==> src/rtl/console_flags_pkg.sv <==
package console_flags_pkg;
  typedef enum int unsigned {
    FL_DEMAND   = 0,
    FL_OVF      = 1,
    FL_IOERR    = 2,
    FL_PARITY   = 3,
    FL_TRAP     = 4,
    FL_TEST     = 5,
    FL_STALL    = 6,
    FL_IRQSTALL = 7
  } flag_idx_e;
  localparam int unsigned NumFlags = 8;
endpackage

==> src/rtl/sticky_flag.sv <==
module sticky_flag (
  input  logic clk_i,
  input  logic rst_ni,
  input  logic set_i,
  input  logic clr_i,
  output logic q_o
);
  always_ff @(posedge clk_i or negedge rst_ni) begin
    if (!rst_ni)    q_o <= 1'b0;
    else if (set_i) q_o <= 1'b1;  // set has priority
    else if (clr_i) q_o <= 1'b0;
  end
endmodule

==> src/rtl/span_timer.sv <==
module span_timer #(
  parameter int unsigned LIMIT = 1000
) (
  input  logic clk_i,
  input  logic rst_ni,
  input  logic en_i,
  input  logic restart_i,
  output logic expire_o
);
  localparam int unsigned CntW = (LIMIT > 2) ? $clog2(LIMIT) : 1;
  localparam logic [CntW-1:0] LastVal = CntW'(LIMIT - 1);

  logic [CntW-1:0] cnt_q;

  assign expire_o = en_i & ~restart_i & (cnt_q == LastVal);

  always_ff @(posedge clk_i or negedge rst_ni) begin
    if (!rst_ni) cnt_q <= '0;
    else if (!en_i || restart_i || expire_o) cnt_q <= '0;
    else cnt_q <= cnt_q + CntW'(1);
  end
endmodule

==> src/rtl/flag_src_map.sv <==
module flag_src_map
  import console_flags_pkg::*;
(
  input  logic                init_i,
  input  logic                console_en_i,
  input  logic                dmd_release_i,
  input  logic                alarm_clr_i,
  input  logic                mprot_lock_sw_i,
  input  logic                ovf_evt_i,
  input  logic                io_err_evt_i,
  input  logic                par_err_evt_i,
  input  logic                trap_err_i,
  input  logic                test_set_i,
  input  logic                test_clr_i,
  input  logic                ins_dmd_ack_i,
  input  logic                ins_ovf_ack_i,
  input  logic                ins_io_ack_i,
  input  logic                ins_par_ack_i,
  input  logic                ins_trap_on_i,
  input  logic                ins_ld_state_i,
  input  logic                ins_ld_reg_i,
  input  logic                ld_trap_bit_i,
  input  logic                ins_trap_ret_i,
  input  logic                stall_exp_i,
  input  logic                wdog_exp_i,
  output logic [NumFlags-1:0] set_o,
  output logic [NumFlags-1:0] clr_o
);
  logic alarm_btn;
  assign alarm_btn = alarm_clr_i & console_en_i;  // button dead with console off

  always_comb begin
    set_o = '0;
    clr_o = '0;
    set_o[FL_DEMAND]   = dmd_release_i;
    clr_o[FL_DEMAND]   = ins_dmd_ack_i | init_i;
    set_o[FL_OVF]      = ovf_evt_i;
    clr_o[FL_OVF]      = ins_ovf_ack_i | ins_ld_reg_i | init_i;
    set_o[FL_IOERR]    = io_err_evt_i;
    clr_o[FL_IOERR]    = ins_io_ack_i | alarm_btn | init_i;
    set_o[FL_PARITY]   = par_err_evt_i;
    clr_o[FL_PARITY]   = ins_par_ack_i | alarm_btn | init_i;
    set_o[FL_TRAP]     = ins_trap_on_i | ((ins_ld_state_i | ins_ld_reg_i) & ld_trap_bit_i);
    clr_o[FL_TRAP]     = trap_err_i | (mprot_lock_sw_i & console_en_i);
    set_o[FL_TEST]     = test_set_i;
    clr_o[FL_TEST]     = test_clr_i | init_i;
    set_o[FL_STALL]    = stall_exp_i;
    clr_o[FL_STALL]    = init_i;
    set_o[FL_IRQSTALL] = wdog_exp_i;
    clr_o[FL_IRQSTALL] = ins_trap_ret_i | init_i;
  end
endmodule

==> src/rtl/console_flags.sv <==
module console_flags
  import console_flags_pkg::*;
#(
  parameter int unsigned STALL_CYCLES = 1000,
  parameter int unsigned WDOG_CYCLES  = 500
) (
  input  logic clk_i,
  input  logic rst_ni,
  input  logic init_i,
  input  logic console_en_i,
  input  logic dmd_release_i,
  input  logic alarm_clr_i,
  input  logic stall_en_sw_i,
  input  logic irq_lock_sw_i,
  input  logic mprot_lock_sw_i,
  input  logic ovf_evt_i,
  input  logic io_err_evt_i,
  input  logic par_err_evt_i,
  input  logic trap_err_i,
  input  logic test_set_i,
  input  logic test_clr_i,
  input  logic ins_dmd_ack_i,
  input  logic ins_ovf_ack_i,
  input  logic ins_io_ack_i,
  input  logic ins_par_ack_i,
  input  logic ins_trap_on_i,
  input  logic ins_ld_state_i,
  input  logic ins_ld_reg_i,
  input  logic ld_trap_bit_i,
  input  logic ins_stall_hold_i,
  input  logic ins_trap_ret_i,
  output logic demand_o,
  output logic overflow_o,
  output logic io_err_o,
  output logic parity_err_o,
  output logic trap_mode_o,
  output logic test_o,
  output logic stall_o,
  output logic irq_stall_o
);
  logic [NumFlags-1:0] set_vec, clr_vec, flag_q;
  logic stall_run, wdog_run, stall_exp, wdog_exp;

  // a disabled console overrides lockout positions
  assign stall_run = stall_en_sw_i | ~console_en_i;
  assign wdog_run  = ~irq_lock_sw_i | ~console_en_i;

  span_timer #(.LIMIT(STALL_CYCLES)) u_stall_tmr (
    .clk_i, .rst_ni, .en_i(stall_run),
    .restart_i(ins_stall_hold_i | init_i), .expire_o(stall_exp)
  );

  span_timer #(.LIMIT(WDOG_CYCLES)) u_wdog_tmr (
    .clk_i, .rst_ni, .en_i(wdog_run),
    .restart_i(ins_trap_ret_i | init_i), .expire_o(wdog_exp)
  );

  flag_src_map u_map (
    .init_i, .console_en_i, .dmd_release_i, .alarm_clr_i, .mprot_lock_sw_i,
    .ovf_evt_i, .io_err_evt_i, .par_err_evt_i, .trap_err_i, .test_set_i,
    .test_clr_i, .ins_dmd_ack_i, .ins_ovf_ack_i, .ins_io_ack_i, .ins_par_ack_i,
    .ins_trap_on_i, .ins_ld_state_i, .ins_ld_reg_i, .ld_trap_bit_i,
    .ins_trap_ret_i, .stall_exp_i(stall_exp), .wdog_exp_i(wdog_exp),
    .set_o(set_vec), .clr_o(clr_vec)
  );

  for (genvar g = 0; g < NumFlags; g++) begin : g_flag
    sticky_flag u_ff (
      .clk_i, .rst_ni, .set_i(set_vec[g]), .clr_i(clr_vec[g]), .q_o(flag_q[g])
    );
  end

  assign demand_o     = flag_q[FL_DEMAND];
  assign overflow_o   = flag_q[FL_OVF];
  assign io_err_o     = flag_q[FL_IOERR];
  assign parity_err_o = flag_q[FL_PARITY];
  assign trap_mode_o  = flag_q[FL_TRAP];
  assign test_o       = flag_q[FL_TEST];
  assign stall_o      = flag_q[FL_STALL];
  assign irq_stall_o  = flag_q[FL_IRQSTALL];
endmodule

==> config.mk <==
export PLATFORM = sky130hd
export DESIGN_NAME = console_flags
export DESIGN_NICKNAME = d
export VERILOG_FILES = /design/src/rtl/console_flags_pkg.sv /design/src/rtl/sticky_flag.sv /design/src/rtl/span_timer.sv /design/src/rtl/flag_src_map.sv /design/src/rtl/console_flags.sv
export SDC_FILE = /design/constraint.sdc
export NUM_CORES = 1
export LEC_CHECK = 0
export ABC_CLOCK_PERIOD_IN_PS = 2300
export CELL_PAD_IN_SITES_DETAIL_PLACEMENT = 0
export CELL_PAD_IN_SITES_GLOBAL_PLACEMENT = 2
export CORE_UTILIZATION = 29
export DETAILED_ROUTE_END_ITERATION = 16
export PLACE_DENSITY = 0.87
export SLEW_MARGIN = 30
export SYNTH_ARGS = -nofsm -noshare
export SYNTH_HDL_FRONTEND = slang
export SYNTH_SLANG_ARGS = --single-unit
==> constraint.sdc <==
create_clock -name clk_i -period 2.3 [get_ports clk_i]
set_clock_uncertainty 0.1 [all_clocks]
set_input_delay 0.575 -clock clk_i [delete_from_list [all_inputs] [get_ports clk_i]]
set_output_delay 0.575 -clock clk_i [all_outputs]
set_load 0.03 [all_outputs]
==> impl_results.md <==
* Status: finished, final reports clean
* Final hold slack at 381 ps
* Power Dens Cells at 509 mW/mm^2
* Die ar. at 0.00469 mm^2
* Synth top area cells: dfrtp_1 53%, nor2_1 3.2%, nand3_1 2.3%, o21ai_0 2.3%, a211oi_1 2.3%
* Die Ht at 68.5 um
* Fmax at 0.500 GHz
* CP max-delay cell: clkdlybuf4s50_1
* Mapped cell area at 0.00128 mm^2
* Post-CTS setup repair buffer count at 0
* Iteration-0 DRC count of the detailed router at 65
* Worst Tran Pin Value at 711 ps
* Startpoint types: flop
* Hold crit path type: reg2reg
* Synth area leader: dfrtp_1
* FP Rows at 23
* Setup Slack @ Placement at 121 ps
* Max cap viols at 0
* First-pass detailed-route iteration total at 4
* RSZ-0062 raised after global routing: false
* Nets@finish at 188
* Ratio of final minimum period to clock period at 0.870
* Vias at 1078
* Critical-path maximum fanout at 2
* CTS Sinks at 27
* Design Area, Final at 0.00171 mm^2
* Comb pwr share at 0.125
* # hold bufs at CTS at 0
* Dpl cell area at 0.00167 mm^2
* Worst vdd ir at 0.309 mV
* Top post-synthesis cells by count: 27 x dfrtp_1, 11 x nor2_1, 7 x inv_1
* Placed cell count at 206
* CP top delay family: buffers and inverters
* Worst-path clk slew at 100 ps
* Sequential-to-total area share from yosys stat at 0.527
* Core Area at 0.00412 mm^2
* Slew HR at 0.522
* Initial antenna violation count at 0
* Final cell count without fillers at 210
* Final Hold Viols at 0
* CTS Buffer Depth at 2
* Critical Setup Path Class: reg2out
* H-tree depth at 1
* Sw Pwr at 207 uW
* Sequential power share at 0.562
* Number of synthesized flops with an enable pin at 0
* DR WL/cell at 14.1 um
* Cells after Synth at 125
* Distinct cell type count after synthesis at 35
* Critical Path AT at 1330 ps
* Area Growth Syn to Fin at 33.8%
* Register bit total from synthesis at 27
* Detail Placement HPWL at 2260 um
* # setup viols final at 0
* Largest net degree at the start of global routing at 28
* Max stage delay on crit path at 690 ps
* Chip width at 68.5 um
* Fin crit period at 2000 ps
* Worst Setup End Kind: output pin
* Switching Fraction at 0.237
* Effective utilization at floorplan at 0.311
* Top FF cell, synth: dfrtp_1
* Top cell type's share of synthesized area at 0.527
* CTS root buf: clkbuf_8
* Number of global-route vias before repair at 1028
* Data required, critical path at 1620 ps
* Resized Gates After CTS at 0
* Worst-skew pair later-pin latency at 270 ps
* Setup WS post-layout at 300 ps
* DRC at 0
* FILL cells at 415
* Post-route antenna net violation count at 0
* Clock power share at 0.313
* Gp weighted congestion at 0.740
* Leakage power at 0.669 nW
* GR Overflow Total at 0
* CTS tree: done
* Async SR Flop Fraction at 1.00
* Max-slew violations at 0
* Pint at 666 uW
* I/O pins at 33
* Syn avg cell area at 10.2 um^2
* TritonCTS Buffers at 3
* Count leader, synth: dfrtp_1
* Vias per Instance at 5.13
* Routed WL at 2960 um
* Syn Nets at 152
* Worst path bufs/invs at 1
* First-pass GRT wire length at 4800 um
* Ant. Diodes at 0
* CP cell instances: clkdlybuf4s50_1
* Share of layout cells above drive strength 1 at 0.0688
* Port bufs at 32
* Tot GR Track Use at 0.140
* Setup TNS at 0 ps
* Synth Warn # at 0
==> power groups by stage <==
stage | sequential [mW] | clock [mW] | combinational, mW
2_1_floorplan | 0.513 | 0 | 0.0225
3_3_place_gp | 0.500 | 0 | 0.110
3_5_place_dp | 0.500 | 0 | 0.111
4_1_cts | 0.491 | 0.275 | 0.111
5_1_grt | 0.492 | 0.302 | 0.118
6_report | 0.490 | 0.273 | 0.109
==> layout by cell type, fill, tap and decap left out, drive strengths merged, types with 4 or more instances in the layout <==
| cell | count |
|---|---|
| o21ai | 6 |
| nand2 | 7 |
| a211oi | 4 |
| nor2 | 11 |
| clkdlybuf4s50 | 32 |
| inv | 7 |
| dfrtp | 27 |
| or3 | 4 |
| a21oi | 5 |
| nand3 | 6 |
| nand4 | 4 |
==> routing by layer <==
layer | routed length (um) | GRT usage
met2 | 1490 | 0.255
met5 | 0 | 0
met3 | 107 | 0.0400
met1 | 1350 | 0.163
met4 | 8 | 0.0234
==> final cells by class <==
| cell class | instances | area [um^2] | share of cell area |
|---|---|---|---|
| flip-flops and latches | 27 | 676 | 0.394 |
| multi-input cells | 88 | 568 | 0.331 |
| repair buffers | 34 | 335 | 0.196 |
| well taps | 50 | 62.6 | 0.0365 |
| clock buffers | 3 | 41.3 | 0.0241 |
| inverters | 7 | 26.3 | 0.0153 |
| clock inverters | 1 | 5.00 | 0.00292 |
==> registers in the layout, summed over array words and instances (netlist names) <==
| signal | cells |
|---|---|
| g_flag.u_ff.q_o | 8 |
| u_stall_tmr.cnt_q | 10 |
| u_wdog_tmr.cnt_q | 9 |
==> worst paths after layout <==
check | start | endpoint | slack (ps) | cells after the start
max | g_flag[3].u_ff.q_o$_DFFE_PN0P_ | parity_err_o | 300 | 1
max reg2reg | u_stall_tmr.cnt_q[0]$_DFF_PN0_ | u_stall_tmr.cnt_q[1]$_DFF_PN0_ | 440 | 4
max in group asynchronous | rst_ni | u_stall_tmr.cnt_q[9]$_DFF_PN0_ | 1270 | 2
min | g_flag[0].u_ff.q_o$_DFFE_PN0P_ | g_flag[0].u_ff.q_o$_DFFE_PN0P_ | 380 | 1
min in group asynchronous | rst_ni | u_wdog_tmr.cnt_q[0]$_DFF_PN0_ | 570 | 2
min reg2reg | g_flag[0].u_ff.q_o$_DFFE_PN0P_ | g_flag[0].u_ff.q_o$_DFFE_PN0P_ | 380 | 1
==> cells by family after synthesis <==
group / count (synthesis) / share of synthesized area
AO/OA/AOI/OAI: 29 / 0.154
XOR/XNOR: 6 / 0.0410
buffers and inverters: 10 / 0.0293
AND/OR/NAND/NOR: 51 / 0.229
adder cells (fa/ha/maj): 2 / 0.0195
flip-flops: 27 / 0.527
==> metrics by stage <==
stage / util / power (mW)
2_1_floorplan: - / 0.536
3_3_place_gp: 0.405 / 0.610
3_5_place_dp: 0.405 / 0.611
4_1_cts: 0.417 / 0.877
5_1_grt: 0.417 / 0.912
6_report: 0.417 / 0.873
Power figures use the tool's default switching activity.
